## config.mk

```make
export PLATFORM = sky130hd
export DESIGN_NAME = adsu_unit
export DESIGN_NICKNAME = d
export VERILOG_FILES = /design/src/rtl/adsu_pkg.sv /design/src/rtl/adsu_decode.sv /design/src/rtl/adsu_operands.sv /design/src/rtl/adsu_adder.sv /design/src/rtl/adsu_flags.sv /design/src/rtl/adsu_unit.sv
export SDC_FILE = /design/constraint.sdc
export NUM_CORES = 1
export LEC_CHECK = 0
export BUFFER_PORTS_ARGS = -buffer_cell sky130_fd_sc_hd__buf_2
export CAP_MARGIN = 40
export CORE_MARGIN = 1
export CORE_UTILIZATION = 30
export DETAILED_ROUTE_END_ITERATION = 10
export SLEW_MARGIN = 20
export SYNTH_ARGS = -nofsm -noshare
export SYNTH_HDL_FRONTEND = slang
export SYNTH_SLANG_ARGS = --single-unit
```

## constraint.sdc

```tcl
create_clock -name clk -period 1 [get_ports clk]
set_input_delay 0.05 -clock clk [delete_from_list [all_inputs] [get_ports clk]]
set_output_delay 0.05 -clock clk [all_outputs]
set_load 0.02 [all_outputs]
```

## src/rtl/adsu_pkg.sv

```systemverilog
package adsu_pkg;

   typedef enum logic [1:0] {
      B_REG  = 2'd0,
      B_ZERO = 2'd1,
      B_ONES = 2'd2
   } bsel_e;

   typedef enum logic [1:0] {
      CI_ZERO  = 2'd0,
      CI_ONE   = 2'd1,
      CI_CARRY = 2'd2
   } csel_e;

   typedef struct packed {
      logic  known;
      logic  inv_a;
      bsel_e bsel;
      csel_e csel;
      logic  wr_ca;
   } ctl_t;

   localparam int XO_ADD    = 266;
   localparam int XO_SUBF   = 40;
   localparam int XO_ADDC   = 10;
   localparam int XO_SUBFC  = 8;
   localparam int XO_NEG    = 104;
   localparam int XO_ADDE   = 138;
   localparam int XO_SUBFE  = 136;
   localparam int XO_ADDME  = 234;
   localparam int XO_SUBFME = 232;
   localparam int XO_ADDZE  = 202;
   localparam int XO_SUBFZE = 200;

endpackage

```

## src/rtl/adsu_decode.sv

```systemverilog
module adsu_decode
   import adsu_pkg::*;
#(
   parameter int XO_W = 9
) (
   input  logic [XO_W-1:0] xo,
   output ctl_t            ctl
);

   generate
      if (XO_W < 9) begin : g_bad_xo
         $error("adsu_decode: XO_W must be at least 9");
      end
   endgenerate

   function automatic ctl_t mk(input logic inv, input bsel_e b, input csel_e c,
                               input logic w);
      ctl_t t;
      t.known = 1'b1;
      t.inv_a = inv;
      t.bsel  = b;
      t.csel  = c;
      t.wr_ca = w;
      return t;
   endfunction

   always_comb begin
      ctl = '{known: 1'b0, inv_a: 1'b0, bsel: B_ZERO, csel: CI_ZERO, wr_ca: 1'b0};
      case (xo)
         XO_W'(XO_ADD):    ctl = mk(1'b0, B_REG,  CI_ZERO,  1'b0);
         XO_W'(XO_SUBF):   ctl = mk(1'b1, B_REG,  CI_ONE,   1'b0);
         XO_W'(XO_NEG):    ctl = mk(1'b1, B_ZERO, CI_ONE,   1'b0);
         XO_W'(XO_ADDC):   ctl = mk(1'b0, B_REG,  CI_ZERO,  1'b1);
         XO_W'(XO_SUBFC):  ctl = mk(1'b1, B_REG,  CI_ONE,   1'b1);
         XO_W'(XO_ADDE):   ctl = mk(1'b0, B_REG,  CI_CARRY, 1'b1);
         XO_W'(XO_SUBFE):  ctl = mk(1'b1, B_REG,  CI_CARRY, 1'b1);
         XO_W'(XO_ADDME):  ctl = mk(1'b0, B_ONES, CI_CARRY, 1'b1);
         XO_W'(XO_SUBFME): ctl = mk(1'b1, B_ONES, CI_CARRY, 1'b1);
         XO_W'(XO_ADDZE):  ctl = mk(1'b0, B_ZERO, CI_CARRY, 1'b1);
         XO_W'(XO_SUBFZE): ctl = mk(1'b1, B_ZERO, CI_CARRY, 1'b1);
         default: ;
      endcase
   end

endmodule

```

## src/rtl/adsu_operands.sv

```systemverilog
module adsu_operands
   import adsu_pkg::*;
#(
   parameter int W = 32
) (
   input  ctl_t         ctl,
   input  logic [W-1:0] ra,
   input  logic [W-1:0] rb,
   input  logic         ca_in,
   output logic [W-1:0] src1,
   output logic [W-1:0] src2,
   output logic         cin
);

   always_comb begin
      src1 = ctl.inv_a ? ~ra : ra;
      case (ctl.bsel)
         B_REG:   src2 = rb;
         B_ONES:  src2 = '1;
         default: src2 = '0;
      endcase
      case (ctl.csel)
         CI_ONE:   cin = 1'b1;
         CI_CARRY: cin = ca_in;
         default:  cin = 1'b0;
      endcase
   end

endmodule

```

## src/rtl/adsu_adder.sv

```systemverilog
module adsu_adder #(
   parameter int W     = 32,
   parameter int STYLE = 0
) (
   input  logic [W-1:0] a,
   input  logic [W-1:0] b,
   input  logic         cin,
   output logic [W-1:0] sum,
   output logic         cout,
   output logic         ovf
);

   generate
      if (W < 2) begin : g_bad_w
         $error("adsu_adder: W must be at least 2");
      end
      if (STYLE != 0 && STYLE != 1) begin : g_bad_style
         $error("adsu_adder: STYLE must be 0 or 1");
      end

      if (STYLE == 0) begin : g_flat
         logic [W:0] wide;
         assign wide = {1'b0, a} + {1'b0, b} + {{W{1'b0}}, cin};
         assign sum  = wide[W-1:0];
         assign cout = wide[W];
         assign ovf  = (a[W-1] == b[W-1]) && (wide[W-1] != a[W-1]);
      end else begin : g_ripple
         logic [W:0] c;
         assign c[0] = cin;
         for (genvar i = 0; i < W; i++) begin : g_bit
            assign sum[i]   = a[i] ^ b[i] ^ c[i];
            assign c[i+1]   = (a[i] & b[i]) | (c[i] & (a[i] ^ b[i]));
         end
         assign cout = c[W];
         assign ovf  = c[W] ^ c[W-1];
      end
   endgenerate

endmodule

```

## src/rtl/adsu_flags.sv

```systemverilog
module adsu_flags
   import adsu_pkg::*;
(
   input  ctl_t ctl,
   input  logic oe,
   input  logic cout,
   input  logic ovf,
   input  logic ca_in,
   input  logic ov_in,
   input  logic so_in,
   output logic ca_nxt,
   output logic ov_nxt,
   output logic so_nxt
);

   logic rec_ov;

   always_comb begin
      rec_ov = ctl.known & oe;
      ca_nxt = (ctl.known & ctl.wr_ca) ? cout : ca_in;
      ov_nxt = rec_ov ? ovf : ov_in;
      so_nxt = rec_ov ? (so_in | ovf) : so_in;
   end

endmodule

```

## src/rtl/adsu_unit.sv

```systemverilog
module adsu_unit
   import adsu_pkg::*;
#(
   parameter int W           = 32,
   parameter int XO_W        = 9,
   parameter int ADDER_STYLE = 0
) (
   input  logic            clk,
   input  logic            rst_n,
   input  logic            in_valid,
   input  logic [XO_W-1:0] xo,
   input  logic            oe,
   input  logic [W-1:0]    ra,
   input  logic [W-1:0]    rb,
   input  logic            ca_in,
   input  logic            ov_in,
   input  logic            so_in,
   output logic            out_valid,
   output logic [W-1:0]    result,
   output logic            ca_out,
   output logic            ov_out,
   output logic            so_out
);

   ctl_t         ctl;
   logic [W-1:0] src1, src2, sum;
   logic         cin, cout, ovf;
   logic         ca_nxt, ov_nxt, so_nxt;

   adsu_decode #(.XO_W(XO_W)) u_dec (.xo(xo), .ctl(ctl));

   adsu_operands #(.W(W)) u_opnd (
      .ctl(ctl), .ra(ra), .rb(rb), .ca_in(ca_in),
      .src1(src1), .src2(src2), .cin(cin)
   );

   adsu_adder #(.W(W), .STYLE(ADDER_STYLE)) u_add (
      .a(src1), .b(src2), .cin(cin), .sum(sum), .cout(cout), .ovf(ovf)
   );

   adsu_flags u_flg (
      .ctl(ctl), .oe(oe), .cout(cout), .ovf(ovf),
      .ca_in(ca_in), .ov_in(ov_in), .so_in(so_in),
      .ca_nxt(ca_nxt), .ov_nxt(ov_nxt), .so_nxt(so_nxt)
   );

   always_ff @(posedge clk or negedge rst_n) begin
      if (!rst_n) begin
         out_valid <= 1'b0;
         result    <= '0;
         ca_out    <= 1'b0;
         ov_out    <= 1'b0;
         so_out    <= 1'b0;
      end else begin
         out_valid <= in_valid;
         if (in_valid) begin
            result <= ctl.known ? sum : '0;
            ca_out <= ca_nxt;
            ov_out <= ov_nxt;
            so_out <= so_nxt;
         end
      end
   end

   assert_so_sticky_R7: assert property (@(posedge clk) disable iff (!rst_n)
      (in_valid && oe && so_in) |=> so_out);

   assert_flags_hold_R8: assert property (@(posedge clk) disable iff (!rst_n)
      (in_valid && !oe) |=> (ov_out == $past(ov_in) && so_out == $past(so_in)));

   assert_unknown_zero_R9: assert property (@(posedge clk) disable iff (!rst_n)
      (in_valid && !ctl.known) |=> (result == '0 && ca_out == $past(ca_in)));

   assert_latency_R10: assert property (@(posedge clk) disable iff (!rst_n)
      in_valid |=> out_valid);

   assert_idle_hold_R10: assert property (@(posedge clk) disable iff (!rst_n)
      !in_valid |=> (!out_valid && $stable(result) && $stable(so_out)));

endmodule

```

After elaboration in Yosys (flattened, before gate mapping)
Index checks and enable logic that the tools add are counted.

operators by class
  $add $sub $neg = 2
  equality and inequality tests = 16
  mux-type cells = 8
  bitwise operators = 4
  reduce and logical (&&, ||, !) cells = 2

operators with widths
  cell                                           count
  case mux 7 bit (11 select lines)               1
  two-way mux 32 bit                             2
  case mux 32 bit (2 select lines)               1
  == test 9 x 8 -> 1 bit, second input constant  6
  adder 32 x 32 -> 33 bit                        1
  adder 33 x 1 -> 33 bit                         1
  NOT 32 bit                                     1
  == test 9 x 4 -> 1 bit, second input constant  2
  == test 9 x 6 -> 1 bit, second input constant  1
  == test 9 x 7 -> 1 bit, second input constant  1
  == test 9 bit, second input constant           1
  == test 2 bit, second input constant           2
  two-way mux 1 bit                              3
  bitwise AND 1 bit                              2
  == test 2 x 1 -> 1 bit, second input constant  1
  logical NOT 2 bit                              1
  case mux 1 bit (2 select lines)                1
  == test 1 bit                                  1
  logical AND 1 bit                              1
  inequality test 1 bit                          1
  OR 1 bit                                       1

word-level totals
  flip-flop bits (word level) = 36
  input port bits = 80
  output and inout port bits = 36
  word-level logic and storage cells = 37

Depth between registers and ports, before layout
Gate-level depths: netlist of run 1.

  depth in word-level cells = 10
  mapped depth = 18
  depth with buffers taken out = 17

Hierarchy
From an unflattened synthesis of run 1, not the netlist that was laid out.

second synthesis, totals
  cells, all modules = 517
  area, all modules = 4090.2 µm²

modules (own cells, without submodules)
  module         instances  cells an instance  area an instance (µm²)  sequential area each (µm²)
  adsu_adder     1          228                1686.6                  0.0
  adsu_unit      1          145                1478.9                  900.9
  adsu_operands  1          112                670.6                   0.0
  adsu_decode    1          27                 207.7                   0.0
  adsu_flags     1          5                  46.3                    0.0

Worst setup path before layout of run 1
Ideal clock, no wire load.

  kind = input -> register
  start point = input xo[0]
  end point = register result[24]
  library setup time = 134 ps
  arrival = 3465 ps
  required time = 866 ps
  slack = -2599 ps
  stages = 15
  buffers on the path = 0
  cells stage by stage = nor4b_2 nand2b_1 or4_1 ha_1 or2_2 fa_1 inv_1 fa_1 a21oi_1 o211ai_2 nand3b_2 a2111oi_4 a21oi_1 xor2_1 o22ai_2

on the way
  cells in the longest elaborated chain, start to end = 7
  elaborated cells between the ends (all ways) = 22
  those cells by class = add/sub: 2; eq/ne: 14; mux: 5; reduce/logical: 1

RTL lines
  element                                               line                 RTL
  start, declared                                       adsu_unit.sv:11      input logic [XO_W-1:0] xo,
  == test 9 x 8 -> 1 bit, or another cell as far along  adsu_decode.sv:29    case (xo)
  case mux 7 bit (11 select lines) (*)                  adsu_decode.sv:29
  == test 2 bit or logical NOT 2 bit (tied branches)    adsu_operands.sv:17  case (ctl.bsel)
  case mux 32 bit (2 select lines)                      adsu_operands.sv:17
  adder 32 x 32 -> 33 bit                               adsu_adder.sv:23     assign wide = {1'b0, a} + {1'b0, b} + {{W{1'b0}}, cin};
  adder 33 x 1 -> 33 bit                                adsu_adder.sv:23
  two-way mux 32 bit (*)                                adsu_unit.sv:57      result <= ctl.known ? sum : '0;
  end signal, assigned                                  adsu_unit.sv:57
  end, declared                                         adsu_unit.sv:19      output logic [W-1:0] result,

Every way passes the cells marked *; elsewhere a longest branch is shown, timed or not.
A chain may end at the register's enable or synchronous reset.

Final worst setup path of run 1
  start point = input xo[0]
  end point = register result[20]

The elaborated chain is that of the path after synthesis.

==> results.txt, run 1 <==
The flow ran to the end, but the final reports show violations. The final reports fail on negative setup slack. The H-tree was split into 2 levels. The share of final-layout standard cells stronger than drive strength 1 came out at 0.507. The nature of the critical path endpoint is a register. Across the VDD grid, the largest voltage drop is 514 µV. The final antenna diode count came out at 0.

The final number of hold-violating endpoints came to 0. The fraction of synthesized cell area taken by the top area cell type came out at 0.220. The Yosys step of the flow raised 0 warnings. Setup repair after global routing could not meet its margin everywhere. The total placed cells including tap cells is 906.

Of all nets on the critical path, the largest fanout is 4. The clock slew at the register clock pins of the worst setup and hold paths is 0.06 ns. Summing every instance area after synthesis gives 4090 µm². The shortest clock period the worst path allows after layout is 3.32 ns. The largest buffer count on any clock path came out at 2.

The critical path data arrival time came out at 3.48 ns. The maximum number of pins on one net before global-route repair came out at 37. The core region is 13300 µm². The number of instances in the synthesized netlist is 496. Summed over all instances, the cell type with the most area after synthesis is sky130_fd_sc_hd__dfrtp_1. The detailed-route via count came out at 4620. The final-report setup violation count is 35. The number of antenna violations at the first check in global routing is 0.

The worst clock skew on the final layout is 0 ns. The final design utilization came out at 0.514. The clock tree root buffer cell is sky130_fd_sc_hd__clkbuf_16.

Synthesis produced a netlist with a net count of 611. The first global-routing pass estimated 23.5 mm of wire. The number of non-filler instances in the completed layout came out at 934. The total grt overflow came out at 0.

The slew of the pin with the lowest slew margin came out at 0.400 ns. Yosys mapped the design onto 65 distinct sky130hd cell types. The die outline height is 119 µm.

The via count of the first global-routing pass is 4762. The number of max-slew violations in the final report was 0. The number of clock buffers added by TritonCTS is 5. The type of the worst min-delay path is primary input to register. The top-level I/O count is 116. After layout, the worst setup slack is -2.32 ns. In this run the horizontal extent of the chip is 119 µm. The number of enable-type register cells in the synthesized netlist is 0.

The starting utilization of the core area came out at 0.308. By count the netlist is led by sky130_fd_sc_hd__a21oi_1 (45), sky130_fd_sc_hd__xor2_1 (45), sky130_fd_sc_hd__o21a_1 (38), sky130_fd_sc_hd__dfrtp_1 (36), sky130_fd_sc_hd__nand2_1 (36). The share of synthesized registers carrying an async set or reset is 1.00. The detailed placer's ending HPWL came out at 11.2 mm.

The via density per instance is 4.95. The number of buffers inserted by port buffering came out at 115. Data on the critical path is required at its endpoint by 1.17 ns.

Across every metal layer, demand over resource in global routing totals 0.206. TritonCTS built the clock tree. The share of synthesized area occupied by flip-flops and latches is 0.220. For this run, the leading register cell type out of synthesis is sky130_fd_sc_hd__dfrtp_1. The relative max-transition margin came out at 0.731. STA classifies the critical path startpoint as a primary input. After synthesis, the cell types taking the most area are sky130_fd_sc_hd__dfrtp_1 (22%), sky130_fd_sc_hd__ha_1 (10%), sky130_fd_sc_hd__xor2_1 (9.6%).

The number of DRC violations after detailed-routing iteration 0 is 223. The relative area change from synthesis to final layout came out at 67.0%. The number of search-and-repair iterations in the first detailed-routing pass is 6. The maximum achievable frequency is 0.301 GHz. The count of fill cells added during filler insertion came out at 1254. CTS saw 36 sinks. The total of flip-flops plus latches after synthesis is 36.

The number of nets still failing antenna checks after routing came out at 0. Dividing the detail-routed wire length by the instance count gives 15.5 µm. The max-cap check violation count is 0. The power density of the placed cells came out at 651 nW/µm².

The start-to-end type of the worst setup path is primary input to register. The congestion estimate from routability-driven global placement came to 0.880. The average instance area after synthesis came out at 8.25 µm². The clock insertion delay at the later pin of the skew report came out at 0.28 ns. The floorplan has 42 rows.

The analysis attributes to cell leakage a power of 3.41 nW. In the routed design, unresolved DRC markers number 0. Of the available clock period, the critical path in the final layout requires 3.32.

The total detailed-routing wirelength is 14.5 mm. The floorplan step defined a die boundary enclosing 14100 µm². The number of nets in the layout is 872.
[routing by layer]
metal	GRT usage	up-vias	routed length, µm
li1	-	2308	-
met1	0.279	2191	7020
met2	0.355	109	6930
met3	0.0268	12	414
met4	0.0324	0	122
met5	0	-	0
[final cells by class]
type / count / area, µm² / area share
Inverter: 26 / 97.6 / 0.0143
Timing Repair Buffer: 285 / 2000 / 0.292
Multi-Input combinational cell: 403 / 3470 / 0.508
Sequential cell: 36 / 901 / 0.132
Tap cell: 176 / 220 / 0.0322
Clock buffer: 8 / 146 / 0.0214
[state kept, by name, indices dropped and copies added (netlist names)]
signal     cells
out_valid      1
ca_out         1
ov_out         1
result        32
so_out         1
[through the flow]
stage | total power, W | hold WS, ns | TNS, ns | cell area (µm²) | setup slack (ns)
floorplan | 0.00208 | -0.246 | -73.22 | 4180 | -2.41
global placement | 0.00272 | 0.0344 | -79.16 | 6030 | -2.56
detailed placement | 0.00274 | 0.0342 | -81.66 | 6030 | -2.66
CTS | 0.00441 | 0.00336 | -67.99 | 6580 | -2.31
global route | 0.00464 | 0.0132 | -77.31 | 6840 | -2.52
finish | 0.00445 | 0.000435 | -70.90 | 6840 | -2.32
[logic make-up after synthesis]
kind of cell | count (synthesis) | synth area share
AO/OA/AOI/OAI | 184 | 0.324
XOR/XNOR | 61 | 0.131
adder cells (fa/ha/maj) | 35 | 0.111
buffers and inverters | 57 | 0.0553
flip-flops | 36 | 0.220
multiplexers | 3 | 0.00734
AND/OR/NAND/NOR | 120 | 0.152
[worst max-delay path, cell delays in order]
cell and delay, ns:
sky130_fd_sc_hd__buf_6 0.10, sky130_fd_sc_hd__nor4b_4 0.28, sky130_fd_sc_hd__nand2b_1 0.12, sky130_fd_sc_hd__or4_4 0.52
sky130_fd_sc_hd__inv_2 0.09, sky130_fd_sc_hd__ha_4 0.12, sky130_fd_sc_hd__a21oi_2 0.03, sky130_fd_sc_hd__or2_4 0.25
sky130_fd_sc_hd__fa_2 0.35, sky130_fd_sc_hd__inv_2 0.07, sky130_fd_sc_hd__fa_2 0.23, sky130_fd_sc_hd__a21oi_4 0.08
sky130_fd_sc_hd__o211ai_4 0.21, sky130_fd_sc_hd__nand3b_4 0.12, sky130_fd_sc_hd__a2111oi_4 0.42, sky130_fd_sc_hd__buf_4 0.19
sky130_fd_sc_hd__nor3_2 0.04, sky130_fd_sc_hd__xor2_1 0.15, sky130_fd_sc_hd__o22ai_1 0.08
[layout by cell type, fill, tap and decap left out, types with 15 or more instances in the layout]
| cell type | instances |
|---|---|
| sky130_fd_sc_hd__inv_1 | 22 |
| sky130_fd_sc_hd__nand2_1 | 33 |
| sky130_fd_sc_hd__buf_4 | 148 |
| sky130_fd_sc_hd__a21oi_2 | 15 |
| sky130_fd_sc_hd__xor2_1 | 36 |
| sky130_fd_sc_hd__dfrtp_1 | 36 |
| sky130_fd_sc_hd__a21oi_1 | 29 |
| sky130_fd_sc_hd__ha_1 | 28 |
| sky130_fd_sc_hd__buf_6 | 18 |
| sky130_fd_sc_hd__nor2_1 | 19 |
| sky130_fd_sc_hd__o21a_1 | 38 |
| sky130_fd_sc_hd__buf_2 | 113 |
[report_power, final]
group	internal, W	switching (W)
combinational	0.000652	0.000691
clock	0.000995	0.000612
sequential	0.00148	0.0000167
[worst paths after layout]
check	startpoint	endpoint	slack, ns	cells after the start
worst max register to register	result[11]	result[11]	0.15	2
min in group asynchronous	rst_n	result[0]	0.25	3
max in group asynchronous	rst_n	result[29]	0.53	3
worst min register to register	result[0]	result[0]	0.51	1
worst min-delay path	so_in	so_out	0.0004	3
worst max-delay path	xo[0]	result[20]	-2.32	19
[what timing repair did]
| action | CTS | global route |
|---|---|---|
| endpoints found under the setup margin | 35 | 35 |
| hold buffers | 1 | 0 |
| hold endpoints to repair | 36 | 0 |
| resized for setup | 59 | 38 |
| cloned | 1 | 0 |
| pin swaps | 51 | 26 |
| setup buffers | 12 | 7 |
No activity file was read; power rests on OpenSTA's default activity.
==> run 2, diff against run 1 <==
Settings changed: PLACE_DENSITY_LB_ADDON set to 0.3.
==> run 2 against run 1 <==
The run still ends with negative setup slack left. Largest power group is now sequential cells. Largest cell class unchanged. Sequential cell count unchanged. Critical endpoint is now result[10]. Non-clock buffer count decreased by 10. Critical path type unchanged. Via count decreased by 0.82%.
==> results.txt, run 2 (same netlist as run 1, synthesis figures left out) <==
The critical-path cell with the highest stage delay is sky130_fd_sc_hd__fa_2. The switching part of the total power came out at 0.294. The internal cell power came out at 0.00302 W. The worst register-to-register path ends at result[11]. By instance count, the cell type seen most on the critical path is sky130_fd_sc_hd__buf_4. The initial utilization of the core area, before any placement, comes to 0.308. The die outline height came out at 119 µm.

The relative area change from synthesis to final layout came out at 59.9%. The slew of the pin with the lowest slew margin came out at 0.493 ns. Dividing the final minimum period by the clock period gives 3.24. The worst hold path belongs to the class primary input to register. The via count of the first global-routing pass is 4756. The part of the total power dissipated in sequential elements came out at 0.350. The post-place setup slack came out at -2.63 ns.

The global placer's final weighted congestion is 0.906. The number of buffers inserted during clock tree synthesis came out at 5. After detailed routing, the number of remaining DRC violations is 0. Clock latency on the worst-skew pair, taken at its later pin, is 0.28 ns. The CTS tree is done. The number of antenna violations at the first check in global routing is 0. The largest stage delay on the critical path came out at 0.36 ns. The global-route usage over all layers is 0.196. In the post-route analysis, the smallest setup slack over all paths is -2.24 ns. Counting flops per register, the top entry is result. The checks that failed: negative setup slack.

In this run, the number of DRC markers left after iteration 0 of detailed routing was 188. The capture endpoint of the worst hold path is so_out. The clock share of power is 0.349. Walking the worst path, the cells encountered are buf_6 > nor4b_4 > nand2b_1 > buf_4 > or2_2 > buf_4 > ha_4 > a21oi_2 > or2_4 > fa_2 > inv_2 > fa_2 > a21oi_4 > o211ai_2 > buf_4 > a21bo_2 > a21o_1 > a21oi_2 > xnor2_1 > a22o_1. The register-to-register setup slack came out at 0.18 ns.

The clock sink count came out at 36. The H-tree was split into 2 levels. The number of search-and-repair iterations in the first detailed-routing pass is 5.

The count of fill cells added during filler insertion came out at 1293. Data on the critical path arrives at its endpoint at 3.41 ns. The maximum number of pins on one net before global-route repair came out at 37. The number of buffers inserted by port buffering came out at 115.

STA classifies the critical path startpoint as a primary input. The via density per instance is 4.96. The max-cap check violation count came out at 0. The share of total power dissipated in combinational logic is 0.302. The total detailed-routing wirelength came out at 13.6 mm.

During I/O placement, the number of pins put on the boundary was 116. The number of max-slew violations in the final report came out at 0. The worst clock skew on the final layout is 0 ns. The relative max-transition margin came out at 0.668. The detailed router placed 4582 vias in this run. The first global-routing pass estimated 22.5 mm of wire. The final number of hold-violating endpoints is 0. The worst-case IR drop observed on VDD is 468 µV. In the layout the commonest cells are sky130_fd_sc_hd__buf_4 (143), sky130_fd_sc_hd__buf_2 (113), sky130_fd_sc_hd__xor2_1 (39). The largest buffer count on any clock path is 2. The startpoint identified for the worst register-to-register timing path is result[11].

STA classifies the critical path endpoint as a register. The register with the most flip-flops in the layout has 32 of them. Data on the critical path is required at its endpoint by 1.17 ns. The flow ran to the end, but the final reports show violations. The initialized floorplan defines 42 standard-cell rows.

At the end of the flow, the number of nets in the layout was 862. The clock slew at the register clock pins of the worst setup and hold paths is 0.05 ns. The start-to-end type of the worst setup path is primary input to register. The startpoint identified for the worst hold timing path is so_in. The number of nets still failing antenna checks after routing came out at 0. Detailed placement ended at an HPWL of 11.1 mm. The number of cell instances on the worst register-to-register path is 2. CTS placed an instance of sky130_fd_sc_hd__clkbuf_16 at the clock tree root. The routed design could run at a clock period as short as 3.24 ns. The maximum achievable frequency came out at 0.308 GHz.

In the final routed layout, each cell accounts on average for 14.8 µm. Counting instances, the worst hold path has a depth of 3. The power density of the placed cells is 654 nW/µm².

The area of the placeable core is 13300 µm². In this run the worst path has a maximum fanout of 4. The repair_antennas step left the layout with diodes totalling 0. The overall die area is 14100 µm².

Setup repair after global routing could not meet its margin everywhere. The net switching power is 0.00126 W. The share of final-layout standard cells stronger than drive strength 1 came out at 0.463.

The total grt overflow came out at 0. The floorplan die width is 119 µm. The smallest hold slack came out at 0.0150 ns.

Leaving out fill and tap cells, the most frequent cell in the layout is sky130_fd_sc_hd__buf_4. The static leakage power came out at 3.33 nW. The final-report setup violation count came out at 35.
[run 2: cell types whose count changed in the layout (fill, tap and decap cells not counted), moves of 4 or more]
cell / previous run / this run
sky130_fd_sc_hd__a21oi_1: 29 / 38
sky130_fd_sc_hd__buf_4: 148 / 143
sky130_fd_sc_hd__buf_6: 18 / 9
sky130_fd_sc_hd__o21ai_0: 13 / 19
sky130_fd_sc_hd__a21oi_2: 15 / 8
sky130_fd_sc_hd__buf_12: 4 / 8
[run 2: final cells by class]
cell class                 count  area (µm²)  share of cell area
clock inverter                 1        5.00            0.000765
inverter                      26         100              0.0153
sequential                    36         901               0.138
timing repair buffer         275        1930               0.294
multi-input combinational    403        3270               0.499
clock buffer                   6         129              0.0197
tap                          176         220              0.0336
[run 2: how the worst max path moves through the flow]
stage / from / end / slack [ns]
2_1_floorplan: xo[2] / result[24] / -2.41
3_5_place_dp: xo[2] / ca_out / -2.63
4_1_cts: xo[0] / ca_out / -2.24
3_3_place_gp: xo[2] / result[24] / -2.55
5_1_grt: xo[4] / result[10] / -2.39
6_report: xo[4] / result[10] / -2.24
[run 2: routing by layer]
metal  up-vias  GRT usage  part of all wire
li1       2291          -                 -
met1      2160      0.258              0.46
met2       120      0.344              0.49
met3        11     0.0206             0.039
met4         0     0.0427             0.013
met5         -          0                 0
[run 2: stage by stage]
step           power [W]  std cells  utilization  cell area [µm²]  setup TNS (ns)
2_1_floorplan    0.00208        496            -             4180          -73.22
3_3_place_gp     0.00273        901        0.454             6040          -79.56
3_5_place_dp     0.00275        901        0.454             6040          -81.53
4_1_cts          0.00429        918        0.482             6410          -69.69
5_1_grt          0.00447        923        0.492             6550          -77.12
6_report         0.00428        923        0.492             6550          -71.80
[run 2: what timing repair did]
item,4_1_cts,5_1_grt
hold buffers,1,0
setup buffers,9,5
resized for setup,28,16
gates cloned,0,0
endpoints found under the setup margin,35,35
hold endpoints to repair,36,0
pin swaps,35,14
[run 2: power groups by stage]
stage / registers (W) / clock network, W / logic, W
2_1_floorplan: 0.00156 / 0 / 0.000521
5_1_grt: 0.00150 / 0.00156 / 0.00141
3_3_place_gp: 0.00152 / 0 / 0.00121
3_5_place_dp: 0.00152 / 0 / 0.00123
6_report: 0.00150 / 0.00149 / 0.00129
4_1_cts: 0.00150 / 0.00152 / 0.00127
[run 2: critical path: cells and delay by family]
kind            cells  cell delay, ns
xor+xnor            1            0.07
fa+ha+maj           3            0.69
compound gates      7            1.14
buf+inv             5            0.63
simple gates        4            0.86
==> run 3, diff against run 2 <==
Settings changed: ABC_AREA set to 1.
==> run 3 against run 2 <==
Critical endpoint is now result[22]. Routed wire length increased by 16%. Maximum frequency increased by 28%. Largest cell class unchanged. Highest routed layer unchanged. Sequential share of layout area decreased by 1.5 points. The flow still finishes with violations (negative setup slack). Count of clock-buffer cells in the layout increased by 2. Clock power increased by 9%. Critical path depth increased by 1. Total power increased by 10%.
==> results.txt, run 3 <==
The number of distinct library cells after synthesis came out at 36. The number of DRC violations after detailed-routing iteration 0 is 261. The area of the mapped netlist is 4190 µm². In the routed layout, each cell is associated on average with a via count of 4.77. The share of the Yosys chip area taken by registers is 0.215. The final-report setup violation count is 35. The global-route wire length before repair is 22.8 mm.

The placed instance area came out at 5970 µm². The total grt overflow is 0. The remaining design rule violation count is 0.

The relative area change from synthesis to final layout is 76.1%. The start-to-end type of the worst setup path is primary input to register. The number of instances in the synthesized netlist is 686. The average wire per cell in the routed design is 14.2 µm. The global placer's final weighted congestion is 0.882. The die is 120 µm wide. The most numerous cell type found on the critical path is sky130_fd_sc_hd__nand2_2. The tool flagged a number of max-cap violations equal to 0. The count of synthesis-stage warnings from yosys came out at 0. The die outline height is 120 µm.

Of the post-synthesis cell area, the part taken by muxes is 0. After synthesis, the most frequently instantiated cells are sky130_fd_sc_hd__nand2_1 (211), sky130_fd_sc_hd__nor2_1 (118), sky130_fd_sc_hd__inv_1 (72), sky130_fd_sc_hd__a21oi_1 (38). The count of fill cells added during filler insertion is 1217. The part of the cycle the worst path needs is 2.54. For this run, the slowest stage of the critical path takes 0.28 ns. Based on the critical path, the design can be clocked at up to 0.394 GHz.

The smallest setup slack after layout came out at -1.54 ns. The share of final-layout standard cells stronger than drive strength 1 is 0.506. The flow ran to the end, but the final reports show violations. The slew of the pin with the lowest slew margin came out at 0.382 ns. Measured against its own limit, the worst slew margin works out to 0.743. Of the total synthesized cell area, the portion taken by XOR and XNOR cells is 0.0879.

In this run the power density over the cells is 641 nW/µm². Averaged over all synthesized cells, the footprint is 6.10 µm². The smallest hold slack came out at 0.0479 ns. The number of search-and-repair iterations in the first detailed-routing pass came out at 4. The static leakage power came out at 3.94 nW. The flip-flop count of the largest register, all copies and words added came out at 32.

In this run the worst path has a maximum fanout of 6. Together, buffers and inverters on the worst path number 4. Counting every net in the synthesized netlist gives 801. After synthesis, the cell types taking the most area are sky130_fd_sc_hd__dfrtp_1 (22%), sky130_fd_sc_hd__nand2_1 (19%), sky130_fd_sc_hd__nor2_1 (11%). The tightest min-delay check is of the primary input to register type. The post-route cell area came out at 7370 µm². STA classifies the critical path endpoint as a register. Of the total synthesized cell area, the portion taken by AND, OR, NAND and NOR gates is 0.388.

The clock insertion delay at the later pin of the skew report is 0.29 ns. The clock sink count came out at 36. The largest individual stage delay along the critical path comes from the cell sky130_fd_sc_hd__a21oi_1. The via count of the first global-routing pass is 4854. The clock slew at the register clock pins of the worst setup and hold paths came out at 0.07 ns. The worst clock skew on the final layout is 0 ns. The total power draw is 0.00472 W. The overall die area is 14400 µm².

Across every metal layer, demand over resource in global routing totals 0.200. The shortest clock period the worst path allows after layout is 2.54 ns. Setup repair after global routing could not meet its margin everywhere.

On the critical path the largest part of the delay comes from simple AND/OR/NAND/NOR gates. The synthesized design spends more area on one cell type than any other, namely sky130_fd_sc_hd__dfrtp_1. The worst ir drop on vdd is 514 µV. The number of buffers inserted during clock tree synthesis is 5. The signal on the critical path passes through buf_6 > inv_2 > nand2_2 > nor2_4 > nand2_2 > nand2_2 > nor2_4 > nand2_4 > o21ai_4 > buf_4 > buf_4 > nor2_2 > ha_4 > a21oi_1 > o21ai_0 > a21oi_2 > nand2_4 > nand2_2 > nand3b_1 > nand3_1 > nand2_1. Port buffering added 115 buffers. The detailed placer's ending HPWL is 11.4 mm. Entering global routing, the biggest net connects 37 pins.

The total detailed-routing wirelength came out at 15.8 mm. The number of enable-type register cells in the synthesized netlist came out at 0. The number of nets still failing antenna checks after routing is 0. The summed negative setup slack over all endpoints is -47.04 ns. The final number of hold-violating endpoints came to 0. TritonCTS built the clock tree. Leaving out fill and tap cells, the most frequent cell in the layout is sky130_fd_sc_hd__nand2_1.

The final antenna diode count came out at 0. The fraction of synthesized cell area taken by the top area cell type is 0.215. The number of nets in the layout came out at 1050. For this run, the leading register cell type out of synthesis is sky130_fd_sc_hd__dfrtp_1.

CTS built an H-tree with a depth of 2. By area, the combinational part of the netlist is dominated by simple AND/OR/NAND/NOR gates. The share of synthesized registers carrying an async set or reset is 1.00. The library cells used most frequently in the layout, excluding fill and tap cells, are sky130_fd_sc_hd__nand2_1 (145), sky130_fd_sc_hd__buf_2 (107), sky130_fd_sc_hd__buf_4 (107).

The routed layout has 5302 vias. The total of flip-flops plus latches after synthesis came out at 36. The checks that failed: negative setup slack. The cell sitting at the root of the clock tree is a sky130_fd_sc_hd__clkbuf_16. The adder-cell area share of the yosys netlist came out at 0.108. The starting utilization of the core area is 0.312. The clock passes through at most 2 buffers.

The number of antenna violations at the first check in global routing is 0. The number of max-slew violations in the final report was 0. After floorplanning, the core was sized to cover 13400 µm². For the worst setup path, the data required time is 1.18 ns. The synthesized-area fraction occupied by ao, oa, aoi and oai cells is 0.113. The top-level I/O count came out at 116. STA classifies the critical path startpoint as a primary input.

By instance count, the leading cell after synthesis is sky130_fd_sc_hd__nand2_1. The number of standard-cell rows in the floorplan is 42. The top register by number of flip-flops is result.

The critical path data arrival time is 2.72 ns.
## run 3: metal layers
layer  wire (µm)  global-route usage  up-vias
met5           0                   0        -
met4         224              0.0391        0
met3         951              0.0295       20
met2        7820               0.336      150
met1        6840               0.270     2459
li1            -                   -     2673
## run 3: tightest hold or removal path, delay by kind of cell
family,cells,cell delay [ns]
simple gates,1,0.04
compound gates,1,0.12
buf+inv,1,0.08
## run 3: repair_timing
action	CTS	global route
setup buffers	11	25
pin swaps	22	73
setup endpoints to repair	35	35
hold buffers	2	0
resized for setup	66	164
gates cloned	0	2
hold endpoints to repair	37	0
## run 3: final timing paths
check | depth (start not counted) | start | endpoint | slack (ns)
setup reg to reg | 1 | result[1] | result[1] | 0.26
hold / removal | 3 | so_in | so_out | 0.05
max in group asynchronous | 3 | rst_n | result[25] | 0.32
min in group asynchronous | 2 | rst_n | result[7] | 0.21
hold reg to reg | 2 | result[19] | result[19] | 0.47
setup / recovery | 21 | xo[8] | result[22] | -1.54
## run 3: metrics by stage
stage | setup WS [ns] | util | cells
after floorplan | -1.39 | - | 686
after global placement | -1.69 | 0.446 | 1069
after detailed placement | -1.72 | 0.446 | 1069
after CTS | -1.32 | 0.484 | 1088
after global routing | -1.70 | 0.550 | 1112
final | -1.54 | 0.550 | 1112
## run 3: final cells by class
type / count / area, µm² / area share
clock buffers: 8 / 146 / 0.0199
inverters: 77 / 299 / 0.0406
multi-input cells: 559 / 3860 / 0.524
flip-flops and latches: 36 / 901 / 0.122
well taps: 176 / 220 / 0.0299
repair buffers: 256 / 1940 / 0.263
## run 3: where the power goes
part           internal [W]  total [W]  leakage [nW]  switching, W
registers           0.00149    0.00150         0.492     0.0000174
clock network      0.000996    0.00162        0.0712      0.000627
logic              0.000752    0.00160          3.38      0.000847
total               0.00323    0.00472          3.94       0.00149
## run 3: cell families (layout without fill, tap and decap cells)
| kind of cell | after synthesis | in the layout |
|---|---|---|
| and+or+nand+nor | 396 | 396 |
| AOI/OAI and AO/OA | 86 | 86 |
| adders and majority gates | 35 | 35 |
| buffers and inverters | 91 | 341 |
| xor gates and xnor gates | 42 | 42 |
| DFF | 36 | 36 |
